$ cat src/rtl/spirs_pkg.sv
package spirs_pkg;

  typedef enum logic [1:0] {
    PH_CTRL = 2'd0,
    PH_ADDR = 2'd1,
    PH_DATA = 2'd2,
    PH_LOST = 2'd3
  } phase_e;

  // bit 7 broadcast, bit 6 read, bits 5:4 reserved, bits 3:0 reversed id
  typedef struct packed {
    logic       bcast;
    logic       rd;
    logic [1:0] rsv;
    logic [3:0] id_rev;
  } ctrl_t;

  function automatic logic [3:0] chain_id(input ctrl_t c);
    return {c.id_rev[0], c.id_rev[1], c.id_rev[2], c.id_rev[3]};
  endfunction

  function automatic logic write_allowed(input ctrl_t c, input logic [3:0] lid);
    return (chain_id(c) == lid) || c.bcast;
  endfunction

  function automatic logic read_allowed(input ctrl_t c, input logic [3:0] lid);
    return chain_id(c) == lid;
  endfunction

endpackage

$ cat src/rtl/spirs_pin_sync.sv
module spirs_pin_sync #(
  parameter int          W       = 3,
  parameter int          STAGES  = 2,
  parameter logic [W-1:0] RST_VAL = '0
) (
  input  logic         clk,
  input  logic         rst_n,
  input  logic [W-1:0] din,
  output logic [W-1:0] lvl,
  output logic [W-1:0] rise,
  output logic [W-1:0] fall
);
  logic [W-1:0] stg [STAGES];
  logic [W-1:0] prev;

  always_ff @(posedge clk or negedge rst_n) begin
    if (!rst_n) begin
      for (int i = 0; i < STAGES; i++) stg[i] <= RST_VAL;
      prev <= RST_VAL;
    end else begin
      stg[0] <= din;
      for (int i = 1; i < STAGES; i++) stg[i] <= stg[i-1];
      prev <= stg[STAGES-1];
    end
  end

  assign lvl  = stg[STAGES-1];
  assign rise = lvl & ~prev;
  assign fall = ~lvl & prev;
endmodule

$ cat src/rtl/spirs_byte_rx.sv
module spirs_byte_rx #(
  parameter int DW = 8,
  localparam int CW = $clog2(DW + 1)
) (
  input  logic          clk,
  input  logic          rst_n,
  input  logic          sclk_rise,
  input  logic          sel_n,
  input  logic          sel_rise,
  input  logic          mosi,
  output logic          byte_done,
  output logic          byte_abort,
  output logic          resync,
  output logic [DW-1:0] rx_byte
);
  logic [CW-1:0] cnt;
  logic          ovr;

  assign resync     = sclk_rise & sel_n;
  assign byte_done  = sel_rise & ~resync & (cnt == CW'(DW)) & ~ovr;
  assign byte_abort = sel_rise & ~resync & ~((cnt == CW'(DW)) & ~ovr);

  always_ff @(posedge clk or negedge rst_n) begin
    if (!rst_n) begin
      cnt     <= '0;
      ovr     <= 1'b0;
      rx_byte <= '0;
    end else if (resync || sel_rise) begin
      cnt <= '0;
      ovr <= 1'b0;
    end else if (sclk_rise && !sel_n) begin
      if (cnt == CW'(DW)) begin
        ovr <= 1'b1;
      end else begin
        cnt     <= cnt + 1'b1;
        rx_byte <= {rx_byte[DW-2:0], mosi};
      end
    end
  end

  // every frame outcome clears the bit counter
  p_frame_clears_r1: assert property (@(posedge clk) disable iff (!rst_n)
    (byte_done || byte_abort || resync) |=> (cnt == '0));
  // overrun flag only with a full counter
  p_ovr_full_r7: assert property (@(posedge clk) disable iff (!rst_n)
    ovr |-> (cnt == CW'(DW)));
endmodule

$ cat src/rtl/spirs_regfile.sv
module spirs_regfile #(
  parameter int NREG = 8,
  parameter int DW   = 8,
  parameter int AW   = 8
) (
  input  logic          clk,
  input  logic          rst_n,
  input  logic          wr_en,
  input  logic [AW-1:0] wr_addr,
  input  logic [DW-1:0] wr_data,
  input  logic [AW-1:0] rd_addr,
  output logic [DW-1:0] rd_data
);
  localparam int IW = (NREG > 1) ? $clog2(NREG) : 1;

  logic [NREG-1:0][DW-1:0] mem;

  function automatic logic in_range(input logic [AW-1:0] a);
    return int'(a) < NREG;
  endfunction

  always_ff @(posedge clk or negedge rst_n) begin
    if (!rst_n) begin
      mem <= '0;
    end else if (wr_en && in_range(wr_addr)) begin
      mem[IW'(wr_addr)] <= wr_data;
    end
  end

  assign rd_data = in_range(rd_addr) ? mem[IW'(rd_addr)] : '0;

  // contents move only on an accepted write strobe
  p_mem_hold_r6: assert property (@(posedge clk) disable iff (!rst_n)
    !wr_en |=> $stable(mem));
endmodule

$ cat src/rtl/spirs_top.sv
module spirs_top #(
  parameter int NREG   = 8,
  parameter int DW     = 8,
  parameter int AW     = 8,
  parameter int STAGES = 2
) (
  input  logic       clk,
  input  logic       rst_n,
  input  logic       sclk_i,
  input  logic       sel_n_i,
  input  logic       mosi_i,
  input  logic [3:0] local_id_i,
  output logic       miso_o,
  output logic       miso_oe_o
);
  import spirs_pkg::*;

  logic [2:0] pin_lvl, pin_rise, pin_fall;
  logic sel_n_s, sclk_rise, sclk_fall, sel_rise, sel_fall, mosi_s;

  spirs_pin_sync #(.W(3), .STAGES(STAGES), .RST_VAL(3'b100)) u_sync (
    .clk(clk), .rst_n(rst_n),
    .din({sel_n_i, sclk_i, mosi_i}),
    .lvl(pin_lvl), .rise(pin_rise), .fall(pin_fall)
  );

  assign sel_n_s   = pin_lvl[2];
  assign sel_rise  = pin_rise[2];
  assign sel_fall  = pin_fall[2];
  assign sclk_rise = pin_rise[1];
  assign sclk_fall = pin_fall[1];
  assign mosi_s    = pin_lvl[0];

  logic          byte_done, byte_abort, resync;
  logic [DW-1:0] rx_byte;

  spirs_byte_rx #(.DW(DW)) u_rx (
    .clk(clk), .rst_n(rst_n),
    .sclk_rise(sclk_rise), .sel_n(sel_n_s), .sel_rise(sel_rise),
    .mosi(mosi_s),
    .byte_done(byte_done), .byte_abort(byte_abort), .resync(resync),
    .rx_byte(rx_byte)
  );

  phase_e        phase_q;
  ctrl_t         ctrl_q;
  logic [AW-1:0] addr_q;
  logic          rd_live;
  logic [DW-1:0] tx_q;
  logic          wr_en;
  logic [DW-1:0] rd_data;

  assign wr_en = byte_done && (phase_q == PH_DATA) && !ctrl_q.rd &&
                 write_allowed(ctrl_q, local_id_i);

  spirs_regfile #(.NREG(NREG), .DW(DW), .AW(AW)) u_rf (
    .clk(clk), .rst_n(rst_n),
    .wr_en(wr_en), .wr_addr(addr_q), .wr_data(rx_byte),
    .rd_addr(addr_q), .rd_data(rd_data)
  );

  always_ff @(posedge clk or negedge rst_n) begin
    if (!rst_n) begin
      phase_q <= PH_CTRL;
      ctrl_q  <= '0;
      addr_q  <= '0;
      rd_live <= 1'b0;
    end else if (resync) begin
      phase_q <= PH_CTRL;
      rd_live <= 1'b0;
    end else if (byte_abort) begin
      phase_q <= PH_LOST;
      rd_live <= 1'b0;
    end else if (byte_done) begin
      unique case (phase_q)
        PH_CTRL: begin
          ctrl_q  <= ctrl_t'(rx_byte);
          phase_q <= PH_ADDR;
        end
        PH_ADDR: begin
          addr_q  <= AW'(rx_byte);
          rd_live <= ctrl_q.rd && read_allowed(ctrl_q, local_id_i);
          phase_q <= PH_DATA;
        end
        PH_DATA: begin
          rd_live <= 1'b0;
          phase_q <= PH_CTRL;
        end
        default: phase_q <= PH_LOST;
      endcase
    end
  end

  always_ff @(posedge clk or negedge rst_n) begin
    if (!rst_n) begin
      tx_q      <= '0;
      miso_oe_o <= 1'b0;
    end else begin
      if (phase_q == PH_DATA && rd_live && sel_fall)
        tx_q <= rd_data;
      else if (phase_q == PH_DATA && rd_live && !sel_n_s && sclk_fall)
        tx_q <= {tx_q[DW-2:0], 1'b0};
      miso_oe_o <= (phase_q == PH_DATA) && rd_live && !sel_n_s && !resync;
    end
  end

  assign miso_o = miso_oe_o ? tx_q[DW-1] : 1'b0;

  // pad driven only inside the data byte
  p_oe_in_data_r4: assert property (@(posedge clk) disable iff (!rst_n)
    miso_oe_o |-> (phase_q == PH_DATA));
  // resync returns to the control byte
  p_resync_ctrl_r5: assert property (@(posedge clk) disable iff (!rst_n)
    resync |=> (phase_q == PH_CTRL));
  // a broken frame leaves the sequence lost
  p_abort_lost_r6: assert property (@(posedge clk) disable iff (!rst_n)
    byte_abort |=> (phase_q == PH_LOST));
  // byte completion and resync are never both acted on
  p_single_outcome_r9: assert property (@(posedge clk) disable iff (!rst_n)
    $onehot0({byte_done, byte_abort, resync}));
endmodule

$ cat config.mk
export PLATFORM = sky130hd
export DESIGN_NAME = spirs_top
export DESIGN_NICKNAME = d
export VERILOG_FILES = /design/src/rtl/spirs_pkg.sv /design/src/rtl/spirs_pin_sync.sv /design/src/rtl/spirs_byte_rx.sv /design/src/rtl/spirs_regfile.sv /design/src/rtl/spirs_top.sv
export SDC_FILE = /design/constraint.sdc
export NUM_CORES = 1
export LEC_CHECK = 0
export BUFFER_PORTS_ARGS = -buffer_cell sky130_fd_sc_hd__buf_2
export CAP_MARGIN = 25
export CORE_MARGIN = 2
export CORE_UTILIZATION = 40
export CTS_BUF_LIST = sky130_fd_sc_hd__clkbuf_4
export DETAILED_ROUTE_END_ITERATION = 8
export GPL_TIMING_DRIVEN = 0
export PLACE_DENSITY = 0.55
export SLEW_MARGIN = 5
export SYNTH_ARGS = -nofsm -noshare
export SYNTH_HDL_FRONTEND = slang
export SYNTH_SLANG_ARGS = --single-unit
$ cat constraint.sdc
create_clock -name clk -period 2.5 [get_ports clk]
set_input_delay 0.5 -clock clk [delete_from_list [all_inputs] [get_ports clk]]
set_output_delay 0.5 -clock clk [all_outputs]
set_load 0.03 [all_outputs]
==> results by group, run 1 <==
Outcome
  • Outcome: finished, final reports clean

Finish
  • Post-route cell area: 5800 µm²
  • Util after Layout: 0.461
  • Synth-to-layout area growth: 12.7%
  • Ratio of cells with drive above 1 in the final layout: 0.362
  • NumNets Final: 438

Worst setup path
  • Critical path origin: u_sync.lvl[2]
  • Crit path kind: reg -> reg
  • WP data arrival: 2.61 ns
  • CP cell instances: clkbuf_1, nor3b_1, nand2_1, clkbuf_1, mux2_2
  • Kind of end point of the critical path: flip-flop
  • Slowest stage delay, CP: 0.56 ns
  • Critical Path Slowest Stage Cell: dfstp_2
  • Reg2Reg Launch Point: u_sync.lvl[2]
  • Crit path max fanout: 10
  • CP Launch Type: flip-flop
  • WP data required: 2.89 ns
  • Top cell by count, worst path: clkbuf_1

Global route
  • Total gr overflow: 0
  • Vias in the first global route: 3251
  • Pin count of the biggest net entering global routing: 86
  • First-pass GRT wire length: 18400 µm
  • Gr usage total: 0.177
  • Initial antenna violation count: 1

Floorplan
  • Die Ht: 117 µm
  • FP Rows: 41
  • Initial Utilization: 0.409
  • Die Wd: 117 µm
  • Num ports: 11
  • Core area: 12600 µm²
  • Full die area: 13800 µm²

Yosys
  • Gate Count Post-Synth: 380
  • Synth cell types: 48
  • Avg Cell Area, Syn: 13.5 µm²
  • Most frequent cells after synthesis: dfrtp_1, mux2_2, nand2_1
  • Yosys top cell by area: dfrtp_1
  • Post-synth ARST share: 1.00
  • #FFs+latches synth: 111
  • Sequential area share after synthesis: 0.541
  • Count leader, synth: dfrtp_1
  • Post-synthesis mux area share: 0.246
  • Largest cells by area after synthesis: dfrtp_1, mux2_2, nor4_4, mux2i_1, mux4_2
  • Synthesized cell area: 5140 µm²
  • Top FF cell, synth: dfrtp_1
  • Post-synth EDFFs: 0
  • Synth top area share: 0.526
  • Synth Area in Compound Gates: 0.0545
  • Post-synth net total: 395
  • Adder-Cell Fraction of Synth Area: 0.0146
  • Synth Area in Simple Gates: 0.111
  • Synth Area in XOR/XNOR: 0.0102
  • Yosys Warn Count: 0
  • Main combinational cell family by area after synthesis: multiplexers

Routing
  • ANT nets after route: 0
  • Vias per inst: 5.31
  • Initial drt markers: 132
  • WL/cell: 18.9 µm
  • Vias: 3194
  • Final WL: 11400 µm
  • Drt pass-1 iters: 4
  • Drc violations: 0

Clock network
  • Clock latency on the worst-skew pair: 0.51 ns
  • H-tree depth: 3
  • Root buffer cell: clkbuf_4
  • CTS tree: built
  • Clock slew at reported path FFs: 0.18 ns
  • Num CTS Buffers: 9
  • Deepest clock path buffer count: 2
  • CTS Sinks: 111

Placement
  • Placed Instance Area: 5440 µm²
  • Gpl congestion: 0.817
  • IO Port Bufs: 10
  • DP Wirelength: 7330 µm

Timing
  • F_max: 450 MHz
  • Fin Setup TNS: 0 ns
  • Fin crit share: 0.889
  • Fin. max-slew vios: 0
  • Rel. slew slack: 0.534
  • Unrepaired setup endpoints after global routing: false
  • Final Hold Vio Count: 0
  • Clock Skew: 0.0281 ns
  • Final setup violating endpoints: 0
  • Hold WS: 0.0757 ns
  • Final Critical Period: 2.22 ns
  • Worst slew pin tran: 0.699 ns

Worst hold path
  • HP Class: in -> reg
  • Min-delay src: mosi_i

Power
  • Cell Pwr Density: 541 nW/µm²
  • Power, Total: 3.14 mW
  • Leak: 2.66 nW
  • Peak VDD IR: 0.454 mV

Flow run
  • Max cap viols: 0
==> critical path: cells and delay by family, from the launching register on <==
family	cells	cell delay, ns
mux	1	0.39
flops	1	0.56
buf+inv	2	0.78
simple gates	2	0.39
==> layout make-up <==
type	instances	area, µm²
fillers	1175	6770
flip-flops and latches	111	2780
multi-input cells	239	2250
repair buffers	32	307
well taps	172	215
plain buffers	19	75.1
clock buffers	9	67.6
clock inverters	7	52.6
inverters	11	41.3
diodes	1	2.50
==> stage by stage <==
stage | worst slack (ns) | cells
after floorplan | 0.302 | 380
after global placement | -0.388 | 562
after detailed placement | -0.271 | 563
after CTS | 0.0746 | 592
after global routing | 0.0278 | 601
final | 0.278 | 601
==> report_power, final <==
group	internal, mW	switching, mW	leakage [nW]
Combinational	0.113	0.268	1.08
Clock	0.217	0.624	0.0728
Sequential	1.87	0.0470	1.51
==> flip-flops by register name, summed over array words and instances (netlist names) <==
register,cells
u_rx.ovr,1
u_sync.prev,2
u_sync.stg,3
u_rf.mem,64
u_rx.cnt,4
u_sync.lvl,3
addr_q,8
rd_live,1
tx_q,8
miso_oe_o,1
u_rx.rx_byte,8
phase_q,2
ctrl_q,6
==> routing by layer <==
layer	track usage	vias to the layer above	wire [µm]	share of wire
li1	-	1467	-	-
met1	0.240	1684	5440	0.48
met2	0.280	32	5450	0.48
met3	0.0457	11	325	0.029
met4	0.0512	0	142	0.013
met5	0	-	0	0
==> cells by family (layout without fill, tap and decap cells) <==
kind of cell,Yosys count,count (layout)
DFF,111,111
muxes,108,108
and+or+nand+nor,81,81
AOI/OAI and AO/OA,38,38
buffers and inverters,30,78
adders and majority gates,6,6
xor gates and xnor gates,6,6
other,0,1
==> timing repair <==
item                                    4_1_cts  5_1_grt
hold endpoints to repair                     26        0
gates resized for setup                       1        1
endpoints found under the setup margin       71       64
hold buffers                                  1        0
buffers inserted                             12        8
pin swaps                                     8        2
==> placed cells by master (no fill, tap or decap), types with 3 or more instances in the layout <==
master / count
dfrtp_1: 108
mux2_2: 83
nand2_1: 24
clkbuf_1: 15
mux2i_1: 15
buf_4: 15
nor2_1: 12
inv_1: 11
buf_2: 11
clkbuf_4: 9
nor4_4: 8
nand3_1: 8
a31oi_1: 7
o21ai_0: 6
nor3b_1: 6
mux4_2: 6
ha_1: 6
xnor2_1: 5
a22oi_1: 5
buf_12: 5
o2111ai_1: 4
mux2_1: 4
and2_1: 3
nor3_1: 3
nor2b_1: 3
a21oi_1: 3
o211ai_1: 3
clkinv_2: 3
inv_6: 3
dfstp_2: 3
==> worst paths after layout <==
path / to / slack, ns / cells past startpoint
worst max-delay path: u_rx.rx_byte[7] / 0.28 / 5
worst min-delay path: u_sync.stg[3] / 0.08 / 1
worst max register to register: u_rx.rx_byte[7] / 0.28 / 5
worst min register to register: u_sync.lvl[1] / 0.37 / 0
max in group asynchronous: u_sync.stg[5] / 1.41 / 3
min in group asynchronous: u_rx.rx_byte[2] / 0.38 / 2
Note: power is estimated with default switching activity, not from simulation.
==> run 2: changes to the inputs <==
--- a/config.mk
+++ b/config.mk
@@ -5,6 +5,7 @@
 export SDC_FILE = /design/constraint.sdc
 export NUM_CORES = 1
 export LEC_CHECK = 0
+export ABC_AREA = 1
 export BUFFER_PORTS_ARGS = -buffer_cell sky130_fd_sc_hd__buf_2
 export CAP_MARGIN = 25
 export CORE_MARGIN = 2
==> run 2 against run 1 <==
Compared with the run above: count of clock-buffer cells in the layout grew 1; via count is 41% higher; first-iteration DRC count up 140%; critical path type unchanged; power grew 3.8%; cell count up 46%; highest routed layer unchanged.
==> results by group, run 2 <==
Placement
  • Placed Instance Area: 5660 µm²
  • IO Port Bufs: 10
  • Post-place setup slack: 0.223 ns
  • Total placed cells including tap cells: 859
  • DP Wirelength: 9880 µm
  • Gpl congestion: 0.908

Timing
  • Fin Setup TNS: 0 ns
  • F_max: 467 MHz
  • Final Hold Vio Count: 0
  • Unrepaired setup endpoints after global routing: false
  • Rel. slew slack: 0.493
  • Final Critical Period: 2.14 ns
  • Worst slew pin tran: 0.761 ns
  • Fin. max-slew vios: 0
  • Setup slack after layout: 0.360 ns
  • Fin crit share: 0.856
  • Hold WS: 0.0903 ns
  • Final setup violating endpoints: 0
  • Clock Skew: 0.0347 ns

Yosys
  • Post-synth EDFFs: 0
  • Top FF cell, synth: dfrtp_1
  • Post-synth ARST share: 1.00
  • Count leader, synth: nand2_1
  • Largest cells by area after synthesis: dfrtp_1, nand2_1, nand4_1, nand3_1, o21ai_0
  • Synth top area share: 0.505
  • Synthesized cell area: 5360 µm²
  • Synth cell types: 27
  • Yosys Warn Count: 0
  • Yosys top cell by area: dfrtp_1
  • Gate Count Post-Synth: 672
  • Most frequent cells after synthesis: nand2_1, dfrtp_1, nand4_1
  • Sequential area share after synthesis: 0.519
  • #FFs+latches synth: 111
  • Avg Cell Area, Syn: 7.97 µm²
  • Post-synth net total: 687

Finish
  • Util after Layout: 0.443
  • Max FFs per register: 64
  • Multi-input gate area: 2250 µm²
  • Post-route cell area: 5820 µm²
  • Final cell count without fillers: 877
  • Register Area: 2780 µm²
  • Filler cell count: 1391
  • Synth-to-layout area growth: 8.74%
  • NumNets Final: 710
  • Reg with most FFs: u_rf.mem
  • Most frequent cells in the layout: nand2_1, dfrtp_1, nand4_1, inv_1, nand3_1
  • Commonest non-fill, non-tap cell in the layout: nand2_1
  • Ratio of cells with drive above 1 in the final layout: 0.0929

Clock network
  • CTS tree: built
  • H-tree depth: 3
  • Deepest clock path buffer count: 2
  • Post-CTS setup buffers: 0
  • Root buffer cell: clkbuf_4
  • CTS Sinks: 111
  • Cts repair resizes: 0
  • Clock slew at reported path FFs: 0.20 ns
  • Clock latency on the worst-skew pair: 0.49 ns
  • Num CTS Buffers: 9

Global route
  • Total gr overflow: 0
  • Initial antenna violation count: 1
  • Vias in the first global route: 4401
  • Pin count of the biggest net entering global routing: 62
  • Gr usage total: 0.210
  • First-pass GRT wire length: 23200 µm

Floorplan
  • Die Wd: 120 µm
  • Die Ht: 120 µm
  • Full die area: 14300 µm²
  • Core area: 13100 µm²
  • Num ports: 11
  • Initial Utilization: 0.408
  • FP Rows: 42

Routing
  • Drc violations: 0
  • Final WL: 14200 µm
  • WL/cell: 16.2 µm
  • Vias: 4504
  • Initial drt markers: 312
  • Drt pass-1 iters: 5
  • Vias per inst: 5.14
  • ANT nets after route: 0

Worst setup path
  • Crit path max fanout: 10
  • WP data arrival: 2.55 ns
  • WP data required: 2.91 ns
  • CP Launch Type: flip-flop
  • Kind of end point of the critical path: flip-flop
  • Crit path kind: reg -> reg

Power
  • Peak VDD IR: 0.293 mV
  • Leak: 2.93 nW
  • Cell Pwr Density: 559 nW/µm²
  • Power, Total: 3.25 mW

Worst hold path
  • HP Class: in -> reg

Outcome
  • Outcome: finished, final reports clean

Flow run
  • Max cap viols: 0
run 2: cell families after synthesis:
family / synth area share
AO/OA/AOI/OAI: 0.0507
XOR/XNOR: 0.00164
flip-flops: 0.519
adder cells (fa/ha/maj): 0.0140
buffers and inverters: 0.0598
AND/OR/NAND/NOR: 0.354
run 2: routing by layer:
metal  global-route usage  vias to the layer above  share of wire
li1                     -                     2246              -
met1                0.288                     2150           0.47
met2                0.338                       87           0.47
met3               0.0290                       21          0.037
met4               0.0853                        0          0.030
met5                    0                        -              0
run 2: timing repair:
action                                 CTS  global route
hold buffers                             1             0
setup endpoints to repair                0             0
endpoints found under the hold margin   50             0
run 2: path summary, 6_finish.rpt:
kind / startpoint / endpoint / slack, ns / cells past startpoint
worst max register to register: u_rx.cnt[0] / u_rf.mem[39] / 0.36 / 10
max in group asynchronous: rst_n / u_sync.stg[5] / 1.29 / 3
worst max-delay path: u_rx.cnt[0] / u_rf.mem[39] / 0.36 / 10
worst min-delay path: mosi_i / u_sync.stg[3] / 0.09 / 1
worst min register to register: u_sync.stg[5] / u_sync.lvl[2] / 0.37 / 0
min in group asynchronous: rst_n / addr_q[6] / 0.51 / 2
run 2: layout make-up:
class,instances,area share
clock inverters,6,0.0131
multi-input cells,485,0.387
flip-flops and latches,111,0.478
inverters,44,0.0284
repair buffers,12,0.0161
diodes,1,0.000430
well taps,176,0.0378
clock buffers,10,0.0129
plain buffers,32,0.0266
run 2: critical path, stage by stage, from the launching register on:
cell     delay, ns
dfrtp_1       0.44
inv_1         0.13
ha_1          0.17
nand2_1       0.08
nor3_1        0.18
nand2_2       0.15
nor2_8        0.24
buf_4         0.24
buf_4         0.21
nand4_1       0.13
nand2_1       0.11
run 2: power breakdown:
group,switching (mW),internal [mW],total [mW]
Sequential,0.0352,1.88,1.91
Combinational,0.270,0.0835,0.353
Clock,0.655,0.335,0.990
==> run 3: changes to the inputs <==
--- a/config.mk
+++ b/config.mk
@@ -8,6 +8,7 @@
 export ABC_AREA = 1
 export BUFFER_PORTS_ARGS = -buffer_cell sky130_fd_sc_hd__buf_2
 export CAP_MARGIN = 25
+export CORE_ASPECT_RATIO = 1.1
 export CORE_MARGIN = 2
 export CORE_UTILIZATION = 40
 export CTS_BUF_LIST = sky130_fd_sc_hd__clkbuf_4
==> run 3 against run 2 <==
Compared with the run above: die area is essentially flat; global-route usage grew 0.56 points; combinational power grew 1%; core utilization shrank 0.22 points; sequential power is essentially flat; register-to-register slack is essentially flat; sequential share of layout area grew 0.16 points; cell count shrank 1.7%; via count grew 1.1%; non-clock buffer count is the same; count of clock-buffer cells in the layout is the same; power shrank 0.20%; largest cell class unchanged.
==> results by group, run 3 (same netlist as run 2, synthesis figures left out) <==
Routing
  • Initial drt markers: 362
  • Drc violations: 0
  • Vias per inst: 5.28
  • ANT nets after route: 0
  • Vias: 4554
  • Final WL: 14300 µm
  • WL/cell: 16.6 µm
  • Drt pass-1 iters: 6

Worst setup path
  • WP data required: 2.93 ns
  • WP data arrival: 2.57 ns
  • Slowest stage delay, CP: 0.44 ns
  • Crit path kind: reg -> reg
  • Kind of end point of the critical path: flip-flop
  • CP Launch Type: flip-flop
  • R2r setup slk: 0.37 ns
  • Crit path max fanout: 10
  • CP cell instances: inv_1, ha_1, nand2_1, nor3_1, nand2_2, nor2_8, buf_4, buf_4, nand4_1, nand2_1
  • Critical Path Slowest Stage Cell: dfrtp_1

Finish
  • NumNets Final: 710
  • Ratio of cells with drive above 1 in the final layout: 0.0929
  • Commonest non-fill, non-tap cell in the layout: nand2_1
  • Most frequent cells in the layout: nand2_1, dfrtp_1, nand4_1, inv_1, nand3_1
  • Final cell count without fillers: 862
  • Reg with most FFs: u_rf.mem
  • Synth-to-layout area growth: 8.36%
  • Max FFs per register: 64
  • Filler cell count: 1370

Clock network
  • Clock slew at reported path FFs: 0.17 ns
  • Cts repair resizes: 0
  • Num CTS Buffers: 9
  • H-tree depth: 3
  • Post-CTS setup buffers: 0
  • Hold-fix buffers at CTS: 1
  • CTS Sinks: 111
  • CTS tree: built
  • Deepest clock path buffer count: 2
  • Clock latency on the worst-skew pair: 0.49 ns
  • Root buffer cell: clkbuf_4

Outcome
  • Outcome: finished, final reports clean

Placement
  • IO Port Bufs: 10
  • DP Wirelength: 9960 µm
  • Gpl congestion: 0.857
  • Total placed cells including tap cells: 844

Power
  • Leak: 2.93 nW
  • P_int: 2.29 mW
  • Combinational fraction of design power: 0.110
  • Clk network pwr share: 0.301
  • Peak VDD IR: 0.287 mV
  • P_sw: 0.954 mW
  • Cell Pwr Density: 560 nW/µm²
  • Switching Fraction: 0.294
  • Register share of total power: 0.589

Global route
  • Gr usage total: 0.216
  • Initial antenna violation count: 1
  • First-pass GRT wire length: 23600 µm
  • Pin count of the biggest net entering global routing: 82
  • Total gr overflow: 0
  • Vias in the first global route: 4407

Timing
  • Fin Setup TNS: 0 ns
  • Worst slew pin tran: 0.744 ns
  • Clock Skew: 0.0251 ns
  • F_max: 469 MHz
  • Fin. max-slew vios: 0
  • Final Critical Period: 2.13 ns
  • Final Hold Vio Count: 0
  • Unrepaired setup endpoints after global routing: false
  • Final setup violating endpoints: 0
  • Rel. slew slack: 0.504
  • Fin crit share: 0.853

Flow run
  • Max cap viols: 0

Floorplan
  • Full die area: 14300 µm²
  • Die Ht: 125 µm
  • FP Rows: 44
  • Initial Utilization: 0.407
  • Core area: 13200 µm²
  • Die Wd: 114 µm
  • Num ports: 11

Worst hold path
  • HP Class: in -> reg
-- run 3: changes by cell type in the layout (fill, tap and decap cells not counted), sizes merged --
cell,change
clkinv,-2
clkinvlp,+1
inv,+1
-- run 3: cell type report --
cell class	instances	area, µm²	area share
flip-flops and latches	111	2780	0.479
clock buffers	10	75.1	0.0129
inverters	44	165	0.0285
diodes	1	2.50	0.000431
multi-input cells	485	2250	0.388
repair buffers	12	93.8	0.0162
clock inverters	6	75.1	0.0129
well taps	161	201	0.0347
plain buffers	32	155	0.0267
-- run 3: metal layers --
metal  routed length [µm]  share of wire  global-route usage  vias to the layer above
li1                     -              -                   -                     2247
met1                 6280           0.44               0.291                     2161
met2                 6880           0.48               0.345                      123
met3                  666          0.047              0.0334                       23
met4                  452          0.032              0.0954                        0
met5                    0              0                   0                        -
-- run 3: final timing paths --
check	start	end	depth (start not counted)
max	u_rx.cnt[0]	u_rf.mem[39]	10
min in group asynchronous	rst_n	addr_q[1]	2
min reg2reg	u_sync.stg[5]	u_sync.lvl[2]	0
max in group asynchronous	rst_n	u_sync.prev[2]	3
max reg2reg	u_rx.cnt[0]	u_rf.mem[39]	10
min	sel_n_i	u_sync.stg[5]	1
-- run 3: worst max-delay path: cells and delay by family, from the launching register on --
family,cells,cell delay (ns)
and+or+nand+nor,6,0.90
DFF,1,0.44
adders and majority gates,1,0.17
buffers and inverters,3,0.55
-- run 3: through the flow --
| stage | power (mW) | hold WS (ns) | instance area (µm²) | util | worst slack (ns) |
|---|---|---|---|---|---|
| floorplan | 2.13 | 0.204 | 5360 | - | 0.801 |
| finish | 3.25 | 0.0824 | 5800 | 0.441 | 0.366 |
| detailed placement | 2.30 | 0.347 | 5640 | 0.429 | 0.282 |
| global route | 3.40 | 0.0182 | 5800 | 0.441 | 0.193 |
| CTS | 3.28 | 0.0351 | 5800 | 0.441 | 0.342 |
| global placement | 2.29 | 0.335 | 5610 | 0.426 | -0.430 |
-- run 3: power groups by stage --
stage | Clock (mW) | Combinational, mW | Sequential, mW
floorplan | 0 | 0.194 | 1.94
global placement | 0 | 0.343 | 1.94
detailed placement | 0 | 0.361 | 1.94
CTS | 1.00 | 0.363 | 1.91
global route | 1.08 | 0.399 | 1.92
finish | 0.977 | 0.358 | 1.91
